[src/rtl/spi_seg_pkg.sv]
package spi_seg_pkg;
  localparam int CMD_W   = 14;
  localparam int LEN_W   = 8;
  localparam int LEN_LSB = 0;
  localparam int BYTE_W  = 8;

  typedef enum logic [1:0] {
    SQ_IDLE  = 2'd0,
    SQ_CHECK = 2'd1,
    SQ_WAIT  = 2'd2
  } seq_state_e;

  function automatic logic [LEN_W-1:0] cmd_len(input logic [CMD_W-1:0] w);
    return w[LEN_LSB +: LEN_W];
  endfunction
endpackage

[src/rtl/seg_byte_fifo.sv]
module seg_byte_fifo #(
  parameter int DEPTH = 8,
  parameter int W     = 8,
  localparam int AW   = (DEPTH > 1) ? $clog2(DEPTH) : 1
) (
  input  logic          clk,
  input  logic          rst,
  input  logic          flush,
  input  logic          push,
  input  logic [W-1:0]  din,
  input  logic          pop,
  output logic [W-1:0]  dout,
  output logic          empty,
  output logic          full,
  output logic [AW:0]   level
);
  localparam logic [AW:0] LVL_MAX = (AW+1)'(DEPTH);

  logic [W-1:0] mem [DEPTH];
  logic [AW:0]  wptr, rptr;
  logic         do_push, do_pop;

  assign level   = wptr - rptr;
  assign empty   = (level == '0);
  assign full    = (level == LVL_MAX);
  assign do_push = push && !full;
  assign do_pop  = pop && !empty;
  assign dout    = mem[rptr[AW-1:0]];

  // storage without reset so it maps onto distributed RAM
  always_ff @(posedge clk) begin
    if (do_push) mem[wptr[AW-1:0]] <= din;
  end

  always_ff @(posedge clk) begin
    if (rst || flush) begin
      wptr <= '0;
      rptr <= '0;
    end else begin
      if (do_push) wptr <= wptr + 1'b1;
      if (do_pop)  rptr <= rptr + 1'b1;
    end
  end
endmodule

[src/rtl/seg_cs_regs.sv]
module seg_cs_regs #(
  parameter int NUM_CS = 4,
  parameter int CFG_W  = 32,
  parameter int CSID_W = 8
) (
  input  logic              clk,
  input  logic              rst,
  input  logic              csid_we,
  input  logic [CSID_W-1:0] csid_wdata,
  input  logic              cfg_we,
  input  logic [CFG_W-1:0]  cfg_wdata,
  output logic [CSID_W-1:0] csid_q,
  output logic [CFG_W-1:0]  cfg_rdata,
  output logic              err_csid
);
  localparam int IDX_W = (NUM_CS > 1) ? $clog2(NUM_CS) : 1;
  localparam logic [CSID_W-1:0] CS_LIMIT = CSID_W'(NUM_CS);

  logic [CFG_W-1:0] cfg_q [NUM_CS];

  always_ff @(posedge clk) begin
    if (rst) begin
      csid_q   <= '0;
      err_csid <= 1'b0;
    end else if (csid_we) begin
      if (csid_wdata < CS_LIMIT) csid_q <= csid_wdata;
      else                       err_csid <= 1'b1;
    end
  end

  for (genvar gi = 0; gi < NUM_CS; gi++) begin : g_cfg
    always_ff @(posedge clk) begin
      if (rst)                                         cfg_q[gi] <= '0;
      else if (cfg_we && (csid_q == CSID_W'(gi)))      cfg_q[gi] <= cfg_wdata;
    end
  end

  always_ff @(posedge clk) begin
    if (rst) cfg_rdata <= '0;
    else     cfg_rdata <= cfg_q[csid_q[IDX_W-1:0]];
  end
endmodule

[src/rtl/seg_sequencer.sv]
module seg_sequencer
  import spi_seg_pkg::*;
(
  input  logic              clk,
  input  logic              rst,
  input  logic              en,
  input  logic              cmd_we,
  input  logic [CMD_W-1:0]  cmd_wdata,
  output logic [CMD_W-1:0]  cmd_q,
  input  logic              tx_empty,
  input  logic [BYTE_W-1:0] tx_rdata,
  input  logic              rx_full,
  output logic              tx_pop,
  output logic              tx_flush,
  input  logic              xfer_ack,
  output logic              rx_push,
  output logic              xfer_req,
  output logic [BYTE_W-1:0] xfer_tx,
  output logic              ready,
  output logic              active,
  output logic              tx_stall,
  output logic              rx_stall,
  output logic              err_cmdbusy
);
  seq_state_e       state;
  logic [LEN_W-1:0] remain;
  logic             at_check, none_left, seg_end;

  assign at_check  = (state == SQ_CHECK);
  assign none_left = (remain == '0);
  assign seg_end   = at_check && (none_left || tx_empty || rx_full);
  assign tx_pop    = at_check && !none_left && !tx_empty && !rx_full;
  assign tx_flush  = seg_end;
  assign rx_push   = (state == SQ_WAIT) && xfer_ack;

  always_ff @(posedge clk) begin
    if (rst) begin
      state       <= SQ_IDLE;
      remain      <= '0;
      ready       <= 1'b1;
      active      <= 1'b0;
      xfer_req    <= 1'b0;
      xfer_tx     <= '0;
      tx_stall    <= 1'b0;
      rx_stall    <= 1'b0;
      err_cmdbusy <= 1'b0;
      cmd_q       <= '0;
    end else begin
      if (cmd_we && !ready) err_cmdbusy <= 1'b1;
      unique case (state)
        SQ_IDLE: begin
          if (cmd_we && ready) begin
            cmd_q <= cmd_wdata;
            if (en) begin
              ready    <= 1'b0;
              active   <= 1'b1;
              remain   <= cmd_len(cmd_wdata);
              tx_stall <= 1'b0;
              rx_stall <= 1'b0;
              state    <= SQ_CHECK;
            end
          end
        end
        SQ_CHECK: begin
          if (seg_end) begin
            if (!none_left && tx_empty)      tx_stall <= 1'b1;
            else if (!none_left && rx_full)  rx_stall <= 1'b1;
            ready  <= 1'b1;
            active <= 1'b0;
            state  <= SQ_IDLE;
          end else begin
            xfer_tx  <= tx_rdata;
            xfer_req <= 1'b1;
            state    <= SQ_WAIT;
          end
        end
        SQ_WAIT: begin
          if (xfer_ack) begin
            xfer_req <= 1'b0;
            remain   <= remain - 1'b1;
            state    <= SQ_CHECK;
          end
        end
        default: state <= SQ_IDLE;
      endcase
    end
  end
endmodule

[src/rtl/spi_seg_seq.sv]
module spi_seg_seq
  import spi_seg_pkg::*;
#(
  parameter int TX_DEPTH = 8,
  parameter int RX_DEPTH = 8,
  parameter int NUM_CS   = 4,
  parameter int CFG_W    = 32,
  parameter int CSID_W   = 8,
  localparam int TX_LW   = ((TX_DEPTH > 1) ? $clog2(TX_DEPTH) : 1) + 1,
  localparam int RX_LW   = ((RX_DEPTH > 1) ? $clog2(RX_DEPTH) : 1) + 1
) (
  input  logic              clk,
  input  logic              rst,
  input  logic              ctl_en,
  input  logic              ctl_srst,
  input  logic              cmd_we,
  input  logic [CMD_W-1:0]  cmd_wdata,
  output logic [CMD_W-1:0]  cmd_q,
  input  logic              csid_we,
  input  logic [CSID_W-1:0] csid_wdata,
  output logic [CSID_W-1:0] csid_q,
  input  logic              cfg_we,
  input  logic [CFG_W-1:0]  cfg_wdata,
  output logic [CFG_W-1:0]  cfg_rdata,
  input  logic              tx_push,
  input  logic [7:0]        tx_byte,
  output logic              tx_full,
  output logic              tx_empty,
  output logic [TX_LW-1:0]  tx_level,
  input  logic              rx_pop,
  output logic [7:0]        rx_byte,
  output logic              rx_full,
  output logic              rx_empty,
  output logic [RX_LW-1:0]  rx_level,
  output logic              xfer_req,
  output logic [7:0]        xfer_tx,
  input  logic              xfer_ack,
  input  logic [7:0]        xfer_rx,
  output logic              ready,
  output logic              active,
  output logic              tx_stall,
  output logic              rx_stall,
  output logic              err_cmdbusy,
  output logic              err_csid_inval
);
  logic rst_all;
  logic tx_pop, tx_flush, rx_push;
  logic [7:0] tx_head;

  // soft reset acts as a second synchronous reset source
  assign rst_all = rst || ctl_srst;

  seg_byte_fifo #(.DEPTH(TX_DEPTH), .W(8)) u_txq (
    .clk(clk), .rst(rst_all), .flush(tx_flush),
    .push(tx_push), .din(tx_byte),
    .pop(tx_pop), .dout(tx_head),
    .empty(tx_empty), .full(tx_full), .level(tx_level)
  );

  seg_byte_fifo #(.DEPTH(RX_DEPTH), .W(8)) u_rxq (
    .clk(clk), .rst(rst_all), .flush(1'b0),
    .push(rx_push), .din(xfer_rx),
    .pop(rx_pop), .dout(rx_byte),
    .empty(rx_empty), .full(rx_full), .level(rx_level)
  );

  seg_cs_regs #(.NUM_CS(NUM_CS), .CFG_W(CFG_W), .CSID_W(CSID_W)) u_cs (
    .clk(clk), .rst(rst_all),
    .csid_we(csid_we), .csid_wdata(csid_wdata),
    .cfg_we(cfg_we), .cfg_wdata(cfg_wdata),
    .csid_q(csid_q), .cfg_rdata(cfg_rdata), .err_csid(err_csid_inval)
  );

  seg_sequencer u_seq (
    .clk(clk), .rst(rst_all), .en(ctl_en),
    .cmd_we(cmd_we), .cmd_wdata(cmd_wdata), .cmd_q(cmd_q),
    .tx_empty(tx_empty), .tx_rdata(tx_head), .rx_full(rx_full),
    .tx_pop(tx_pop), .tx_flush(tx_flush),
    .xfer_ack(xfer_ack), .rx_push(rx_push),
    .xfer_req(xfer_req), .xfer_tx(xfer_tx),
    .ready(ready), .active(active),
    .tx_stall(tx_stall), .rx_stall(rx_stall), .err_cmdbusy(err_cmdbusy)
  );
endmodule

[config.mk]
export PLATFORM = sky130hd
export DESIGN_NAME = spi_seg_seq
export DESIGN_NICKNAME = d
export VERILOG_FILES = /design/src/rtl/spi_seg_pkg.sv /design/src/rtl/seg_byte_fifo.sv /design/src/rtl/seg_cs_regs.sv /design/src/rtl/seg_sequencer.sv /design/src/rtl/spi_seg_seq.sv
export SDC_FILE = /design/constraint.sdc
export NUM_CORES = 1
export LEC_CHECK = 0
export BUFFER_PORTS_ARGS = -buffer_cell sky130_fd_sc_hd__buf_2
export CORE_ASPECT_RATIO = 0.6
export CORE_UTILIZATION = 50
export DETAILED_ROUTE_END_ITERATION = 10
export PLACE_DENSITY = 0.75
export SETUP_SLACK_MARGIN = 0.2
export SYNTH_ARGS = -nofsm -noshare
export SYNTH_HDL_FRONTEND = slang
export SYNTH_SLANG_ARGS = --single-unit
[constraint.sdc]
create_clock -name clk -period 3.4 [get_ports clk]
set_clock_uncertainty 0.05 [all_clocks]
set_input_delay 0.34 -clock clk [delete_from_list [all_inputs] [get_ports clk]]
set_output_delay 0.34 -clock clk [all_outputs]
set_load 0.03 [all_outputs]
; Yosys cells after proc, flatten, opt, wreduce, memory -nomap -nowiden
; Memory sizes are Yosys's and may differ from the RTL's. A register that Yosys moved wholly into a read port is not among the register bits.
; Cells that the tools add are included.
[totals]
in_bits = 80
mem_bits_rw = 256
reg_bits = 55
output_inout_bits = 89
mem_count = 3
elab_cells = 143
[classes]
n_reduce_logical = 45
bitwise = 6
eq_ne = 15
order_cmp = 1
mux = 51
add_sub_neg = 7
[memory_table]
columns = name, depth, width, read_ports, rd_clocked_by_memory_dff, wr, line_no
row1 = u_cs.cfg_q, 4, 32, 1, 1, 4, seg_cs_regs.sv:19  ; logic [CFG_W-1:0] cfg_q [NUM_CS];
row2 = u_rxq.mem, 8, 8, 1, 1, 1, seg_byte_fifo.sv:19  ; logic [W-1:0] mem [DEPTH];
row3 = u_txq.mem, 8, 8, 1, 1, 1, seg_byte_fifo.sv:19
[op_table]
columns = operator, count
row1 = 32-bit 2-to-1 mux, 4
row2 = 1-bit 2-to-1 mux, 31
row3 = 8-bit 2-to-1 mux, 3
row4 = 1-bit logical AND, 17
row5 = "4-bit by 1-bit adder with 4-bit output, second input constant", 4
row6 = "8-bit by 2-bit equality test with 1-bit output, second input constant", 2
row7 = 8-bit zero test, 2
row8 = 8-bit case mux with 2 select lines, 1
row9 = "2-bit inequality test, second input constant", 7
row10 = 1-bit case mux with 2 select lines, 5
row11 = "4-bit equality test, second input constant", 2
row12 = "8-bit by 1-bit equality test with 1-bit output, second input constant", 1
row13 = 4-bit zero test, 2
row14 = "8-bit by 3-bit < comparator with 1-bit output, second input constant", 1
row15 = 2-bit 2-to-1 mux, 4
row16 = 2-bit AND reduction, 4
row17 = 4-bit AND reduction, 2
row18 = 4-bit subtractor, 2
row19 = "8-bit by 1-bit subtractor with 8-bit output, second input constant", 1
row20 = 1-bit zero test, 6
row21 = 3-bit 2-to-1 mux, 2
row22 = 2-bit case mux with 3 select lines, 1
row23 = 3-bit AND reduction, 2
row24 = 6-bit AND reduction, 1
row25 = other kinds (9), 18

; Logic depth before layout (Yosys ltp)
; Gate-level depths: netlist (run 1).
[depth]
word_depth = 7
mapped_depth = 12
ltp_nobuf = 10

; Cells and area by module
; Synthesis (run 1) repeated with hierarchy kept, for this count alone.
[hier_totals]
hier_cells = 1007
area_unflattened_um2 = 14398.8
[modules_own_cells]
columns = mod, seq_area_each_um2, n_inst, area_per_inst_um2, cells_per_inst
row1 = seg_cs_regs, 4664.5, 1, 6596.3, 451
row2 = seg_byte_fifo, 2142.1, 2, 3078.0, 177
row3 = seg_sequencer, 760.7, 1, 1636.6, 200
row4 = spi_seg_seq, 0.0, 1, 10.0, 2

; Worst setup path before layout (run 1)
; OpenSTA, ideal clock, no wires.
[synth_path]
path_kind = reg2reg
startpoint = register u_txq.rptr[1]
endpoint = memory u_txq.mem[0][0], enable pin
arrival_ns = 3.486
required_time_ns = 2.955
setup_slack_ns = -0.530
period_less_slack_ns = 3.930
path_stages_with_launch = 11
n_path_buf = 4
setup_ns = 0.395
cell_sequence = dfxtp_1 > clkbuf_1 > buf_1 > inv_1 > fa_1 > xor2_1 > or3_1 > buf_2 > o31ai_4 > buf_4 > nor4_1
[synth_via]
elab_chain_cells = 6
[synth_rtl]
columns = element, line_no
row1 = from (decl), seg_byte_fifo.sv:20  ; logic [AW:0] wptr, rptr;
row2 = from (signal assigned), seg_byte_fifo.sv:41  ; if (do_pop) rptr <= rptr + 1'b1;
row3 = 4-bit subtractor, seg_byte_fifo.sv:23  ; assign level = wptr - rptr;
row4 = net tx_level[2], spi_seg_seq.sv:29  ; output logic [TX_LW-1:0] tx_level,
row5 = 4-bit equality test, seg_byte_fifo.sv:25  ; assign full = (level == LVL_MAX);
row6 = 1-bit zero test, seg_byte_fifo.sv:26  ; assign do_push = push && !full;
row7 = 1-bit logical AND, seg_byte_fifo.sv:26
row8 = 1-bit 2-to-1 mux, seg_byte_fifo.sv:32  ; if (do_push) mem[wptr[AW-1:0]] <= din;
row9 = 1-bit 2-to-1 mux (not written as such), seg_byte_fifo.sv:32
row10 = to (decl), seg_byte_fifo.sv:19
; The timed path passes the listed nets, and every way through them passes these cells.

; Worst setup path in the final report (run 1)
[layout_path]
startpoint = register u_txq.wptr[0]
endpoint = output port tx_empty
[layout_via]
elab_chain_cells = 2
[layout_rtl]
columns = element, line_no
row1 = from (decl), seg_byte_fifo.sv:20
row2 = from (signal assigned), seg_byte_fifo.sv:40  ; if (do_push) wptr <= wptr + 1'b1;
row3 = 4-bit subtractor, seg_byte_fifo.sv:23
row4 = 4-bit zero test, seg_byte_fifo.sv:24  ; assign empty = (level == '0);
row5 = to (decl), spi_seg_seq.sv:28  ; output logic tx_empty,
; No other way between the ends.

==> results of run 1 <==
-- worst register-to-register path: cells and delay by family, from the launching register on --
| kind | cells | cell delay [ns] |
|---|---|---|
| DFF | 1 | 0.54 |
| adders and majority gates | 1 | 0.39 |
| and+or+nand+nor | 5 | 1.67 |
-- cell type report --
cell class,count,area share
clock buffer,35,0.0468
clock inverter,23,0.0163
inverter,17,0.00378
multi-input combinational,556,0.271
sequential,354,0.551
tap,367,0.0262
timing repair buffer,240,0.0852
-- stage by stage --
stage,util,setup WS [ns],setup TNS [ns]
floorplan,-,-0.390,-24.99
global placement,0.572,0.325,0
detailed placement,0.572,0.208,0
CTS,0.624,0.151,0
global route,0.628,0.198,0
finish,0.628,0.308,0
-- cell usage after synthesis (9+ instances only) --
library cell,count,area (um^2)
mux2i_1,12,120
inv_1,17,63.8
o21ai_0,14,70.1
nor4_1,9,56.3
clkbuf_1,42,158
edfxtp_1,256,7690
mux4_2,64,1440
nor2_1,41,154
mux2_2,9,101
a21oi_1,34,170
and3_1,11,68.8
ha_1,11,138
and2_1,161,1010
nand2_1,84,315
dfxtp_1,98,1960
nor3_1,14,70.1
-- timing repair --
item	in CTS	in global routing
pin swaps	0	2
hold buffers	32	0
endpoints found under the setup margin	11	28
setup buffers	0	5
gates cloned	0	0
endpoints found under the hold margin	107	0
gates resized for setup	12	15
-- sequential cells by signal (all words and copies together), names as in the netlist, 2 cells and up, named ones only --
register / flops
u_cs.cfg_q: 128
u_txq.rptr: 4
u_rxq.mem: 64
u_rxq.rptr: 4
u_txq.wptr: 4
u_txq.mem: 64
u_seq.state: 2
u_seq.cmd_q: 14
u_cs.csid_q: 8
u_cs.cfg_rdata: 32
u_rxq.wptr: 4
u_seq.remain: 8
u_seq.xfer_tx: 8
-- layer usage --
| metal | vias up | global-route usage |
|---|---|---|
| li1 | 4054 | - |
| met2 | 265 | 0.348 |
| met4 | 8 | 0.0462 |
| met5 | - | 0 |
| met1 | 4411 | 0.317 |
| met3 | 50 | 0.0459 |
-- final timing paths --
check                                                  start                           end  slack (ns)  depth (start not counted)
worst min register to register  u_seq.cmd_q[12]$_SDFFE_PP0P_  u_seq.cmd_q[12]$_SDFFE_PP0P_        0.40                          2
worst min-delay path                              tx_byte[4]     u_txq.mem[0][4]$_DFFE_PP_        0.01                          1
worst max-delay path              u_txq.wptr[0]$_SDFFE_PP0P_                      tx_empty        0.31                          8
worst max register to register    u_rxq.wptr[2]$_SDFFE_PP0P_     u_rxq.mem[0][6]$_DFFE_PP_        0.39                          6
-- kinds of logic (layout without fill, tap and decap cells) --
group / Yosys count / after routing
compound gates: 81 / 81
xor+xnor: 12 / 12
fa+ha+maj: 13 / 13
buf+inv: 73 / 315
flops: 354 / 354
mux: 85 / 85
simple gates: 365 / 365
-- power by group --
| part | switching, W | total (W) | leakage, nW | internal, W |
|---|---|---|---|---|
| registers | 0.0000321 | 0.00474 | 3.39 | 0.00471 |
| clock network | 0.00159 | 0.00379 | 0.539 | 0.00220 |
| logic | 0.000247 | 0.000411 | 2.80 | 0.000164 |
| total | 0.00187 | 0.00894 | 6.73 | 0.00707 |
==> impl_results.md, run 1 <==
* CP max stage cell: fa_2
* P&R area growth vs syn at 21.7%
* First-pass GRT wire length at 50100 um
* Synthesized area at 0.0144 mm^2
* Core area at 0.0279 mm^2
* FF+latch count, synth at 354
* Main flop type after synthesis: edfxtp_1
* Multiplexer area fraction after synthesis at 0.115
* Hold Crit Class: in -> reg
* DP Cell Count at 1497
* Hold slack at 0.0144 ns
* Clock Sinks at 354
* Critical Path, Cell by Cell: inv_2 -> ha_2 -> inv_1 -> fa_2 -> xor2_4 -> or3_4 -> nor2_2 -> buf_4
* FF/Latch Area at 0.00966 mm^2
* Initial Utilization at 0.516
* Max stage delay on crit path at 0.42 ns
* Fin crit share at 0.909
* Area after DPL at 0.0160 mm^2
* Crit path max-delay family: adder cells
* MaxCap Viol Count at 0
* Power Density at 510 mW/mm^2
* Status: completed
* Initial antenna violation count at 4
* Commonest non-fill, non-tap cell in the layout: edfxtp_1
* Yosys warning count at 0
* Met1 WL at 14500 um
* Final setup viols at 0
* Later-pin clock latency in the skew report at 0.58 ns
* WL met3 at 2010 um
* Largest net degree at the start of global routing at 43
* Setup crit end kind: output port
* RSZ-0062 raised after global routing: false
* Slew headroom at 0.437
* CTS clk-pin slew, worst paths at 0.07 ns
* Max Root-Sink Buffers at 3
* Critical path arrival at 2.70 ns
* Synth Area in Adders at 0.0123
* Initial detailed-routing violation count at 684
* Gr ovfl total at 0
* Max Used Layer: met5
* Fin. Hold Viols at 0
* Root buffer cell: clkbuf_16
* DIE AREA at 0.0295 mm^2
* IO Pins at 169
* Min cycle time layout at 3.09 ns
* Met2 WL at 14800 um
* Total global-route track usage at 0.220
* Multi-input gate area at 0.00475 mm^2
* Die X at 221 um
* Via count at 8788
* Drt wl/cell at 20.1 um
* Final cell count without fillers at 1592
* Share of cells above drive strength 1 at 0.314
* Vias in the first global route at 8707
* Routability Congestion at 0.880
* Drt drc at 0
* Net Count, Synth at 1076
* H-tree depth at 1
* Critical Path RT at 3.01 ns
* Nets@finish at 1293
* CTS tree: built
* Synth Area per Inst at 14.7 um^2
* Worst slew pin tran at 0.841 ns
* Post-Syn Instances at 983
* PnR Total Power at 0.00894 W
* Fin area at 0.0175 mm^2
* Startpoint Class: register
* Post-synthesis cell type count at 56
* WP buf/inv at 3
* Drt pass-1 iters at 5
* Post-route ant nets at 0
* Post-synthesis async set-or-reset flop share at 0
* TritonCTS Buffers at 31
* Site Rows at 47
* Highest ir drop seen on vdd at 0.000386 V
* Fmax at 323 MHz
* Via/cell ratio at 5.52
* Fill count at 2033
* Input/output buffers at 168
* Post-synth EDFFs at 256
* ANT cells at 0
* DP HPWL at 21100 um
* Max Fanout on Critical Path at 7
* Final WL at 31900 um
* Largest family of logic cells by synthesized area: simple AND/OR/NAND/NOR gates
* Synth Area in Simple Gates at 0.138
* Slew Limit Fails at 0
* Commonest non-fill, non-tap cells in the layout: edfxtp_1, buf_2, and2_1
* WS Path Type: reg -> out
* XOR/XNOR Fraction of Synth Area at 0.00729
* DIE HEIGHT at 133 um
* Synth Area in Compound Gates at 0.0360
* Leak at 6.73 nW
* Register area share after synthesis at 0.670
Power figures use the tool's default switching activity.
==> run 2: changes to the inputs <==
--- a/config.mk
+++ b/config.mk
@@ -9,7 +9,7 @@
 export CORE_ASPECT_RATIO = 0.6
 export CORE_UTILIZATION = 50
 export DETAILED_ROUTE_END_ITERATION = 10
-export PLACE_DENSITY = 0.75
+export PLACE_DENSITY = 0.7
 export SETUP_SLACK_MARGIN = 0.2
 export SYNTH_ARGS = -nofsm -noshare
 export SYNTH_HDL_FRONTEND = slang
==> constraint.sdc (replaced) <==
create_clock -name clk -period 2.6 [get_ports clk]
set_clock_uncertainty 0.05 [all_clocks]
set_input_delay 0.26 -clock clk [delete_from_list [all_inputs] [get_ports clk]]
set_output_delay 0.26 -clock clk [all_outputs]
set_load 0.03 [all_outputs]
==> run 2 against run 1 <==
Against the previous run:
- the flow now finishes with violations (setup timing)
- combinational power is 59% higher
- cell count is 5.2% higher
- via count is 2.5% higher
- die area stayed put
- flip-flop and latch count stayed put
- worst hold slack better by 0.039 ns
- sequential share of layout area is 3.8 points lower
- worst setup slack worse by 0.50 ns
- core utilization is 4.7 points higher
- clock power is 21% higher
- global-route usage is 0.94 points higher
- highest routed layer is now met4
==> impl_results.md, run 2 (synthesized netlist as in run 1, its figures left out) <==
* Max FFs per register at 128
* RSZ-0062 raised after global routing: true
* Max Fanout on Critical Path at 3
* First-pass GRT wire length at 52400 um
* Largest Register: u_cs.cfg_q
* Final TNS setup at -10.43 ns
* Final cell count without fillers at 1674
* Critical path arrival at 2.49 ns
* Core area at 0.0279 mm^2
* Site Rows at 47
* P&R area growth vs syn at 30.8%
* MaxCap Viol Count at 0
* Root buffer cell: clkbuf_16
* Via/cell ratio at 5.38
* Input/output buffers at 168
* H-tree depth at 1
* Total global-route track usage at 0.230
* Largest net degree at the start of global routing at 68
* Setup WS post-layout at -0.195 ns
* Met3 Track Usage GR at 0.0395
* Grt peak-use layer: met1
* Final setup viols at 87
* GR Layer Usage met2 at 0.346
* Fin crit share at 1.08
* Startpoint Class: register
* Critical Path RT at 2.29 ns
* Later-pin clock latency in the skew report at 0.58 ns
* Met1 Use GR at 0.353
* ANT cells at 0
* Power Density at 606 mW/mm^2
* Nets@finish at 1375
* DP Cell Count at 1516
* Commonest non-fill, non-tap cells in the layout: edfxtp_1, and2_1, buf_2
* Fin. Hold Viols at 0
* Highest ir drop seen on vdd at 0.000708 V
* WS Path Type: reg -> out
* Slew Limit Fails at 0
* Max Root-Sink Buffers at 3
* Initial antenna violation count at 0
* Vias in the first global route at 9204
* Fill count at 1896
* Initial Utilization at 0.516
* IO Pins at 169
* Worst slew pin tran at 0.951 ns
* CTS clk-pin slew, worst paths at 0.07 ns
* DIE AREA at 0.0295 mm^2
* Drt drc at 0
* CTS tree: built
* Min cycle time layout at 2.80 ns
* Drt pass-1 iters at 5
* TritonCTS Buffers at 31
* Fmax at 358 MHz
* Routability Congestion at 0.813
* Setup crit end kind: output port
* Leak at 7.22 nW
* Initial detailed-routing violation count at 680
* Drt wl/cell at 19.8 um
* Clock Sinks at 354
* Hold Crit Class: in -> reg
* Failing checks: setup timing
* Final WL at 33200 um
* DIE HEIGHT at 133 um
* Share of cells above drive strength 1 at 0.355
* Gr ovfl total at 0
* Die X at 221 um
* Status: complete, but fails checks
* Via count at 9009
* Commonest non-fill, non-tap cell in the layout: edfxtp_1
* Slew headroom at 0.366
* Post-route ant nets at 0
* DP HPWL at 20000 um
[run 2: worst paths after layout]
path | startpoint | endpoint | slack [ns] | cells after the start
worst max-delay path | u_txq.wptr[0]$_SDFFE_PP0P_ | tx_full | -0.20 | 9
worst min-delay path | xfer_ack | u_seq.state[1]$_SDFFE_PP0P_ | 0.05 | 3
worst max register to register | u_txq.wptr[0]$_SDFFE_PP0P_ | u_txq.mem[6][7]$_DFFE_PP_ | -0.17 | 13
worst min register to register | u_seq.cmd_q[13]$_SDFFE_PP0P_ | u_seq.cmd_q[13]$_SDFFE_PP0P_ | 0.41 | 2
[run 2: layout make-up]
type	count	area (um^2)	share of cell area
clock inverters	12	114	0.00604
clock buffers	46	893	0.0474
multi-input cells	557	5120	0.272
inverters	17	80.1	0.00425
well taps	367	459	0.0244
flip-flops and latches	354	9670	0.513
repair buffers	321	2510	0.133
[run 2: metrics by stage]
stage	util	instance area, um^2	hold WS (ns)	total power, W	setup slack (ns)
CTS	0.668	18700	0.0137	0.0115	-0.225
floorplan	-	14900	0.309	0.00661	-0.347
finish	0.675	18800	0.0538	0.0114	-0.195
detailed placement	0.590	16500	0.398	0.00685	-0.0420
global placement	0.590	16500	0.389	0.00683	-0.00798
global route	0.675	18800	0.0573	0.0118	-0.276
[run 2: timing repair]
action | in CTS | in global routing
gates cloned | 3 | 0
endpoints found under the setup margin | 155 | 138
hold endpoints to repair | 277 | 0
resized for setup | 75 | 21
pin swaps | 26 | 21
hold buffers | 67 | 0
buffers inserted | 19 | 11
[run 2: worst max-delay path, stage by stage (launching register included)]
cell,delay [ns]
dfxtp_4,0.36
inv_8,0.05
ha_4,0.12
inv_2,0.03
fa_2,0.39
xor2_4,0.17
or3_4,0.35
buf_8,0.14
nor3_4,0.12
buf_6,0.15
[run 2: routing by layer]
layer / up-vias / part of all wire
li1: 4222 / -
met1: 4502 / 0.48
met2: 242 / 0.45
met3: 43 / 0.058
met4: 0 / 0.017
met5: - / 0
[run 2: power by group]
group / internal (W) / switching [W] / leakage, nW / total [W]
Combinational: 0.000290 / 0.000363 / 3.32 / 0.000653
Sequential: 0.00616 / 0.0000407 / 3.40 / 0.00620
Clock: 0.00257 / 0.00200 / 0.496 / 0.00458
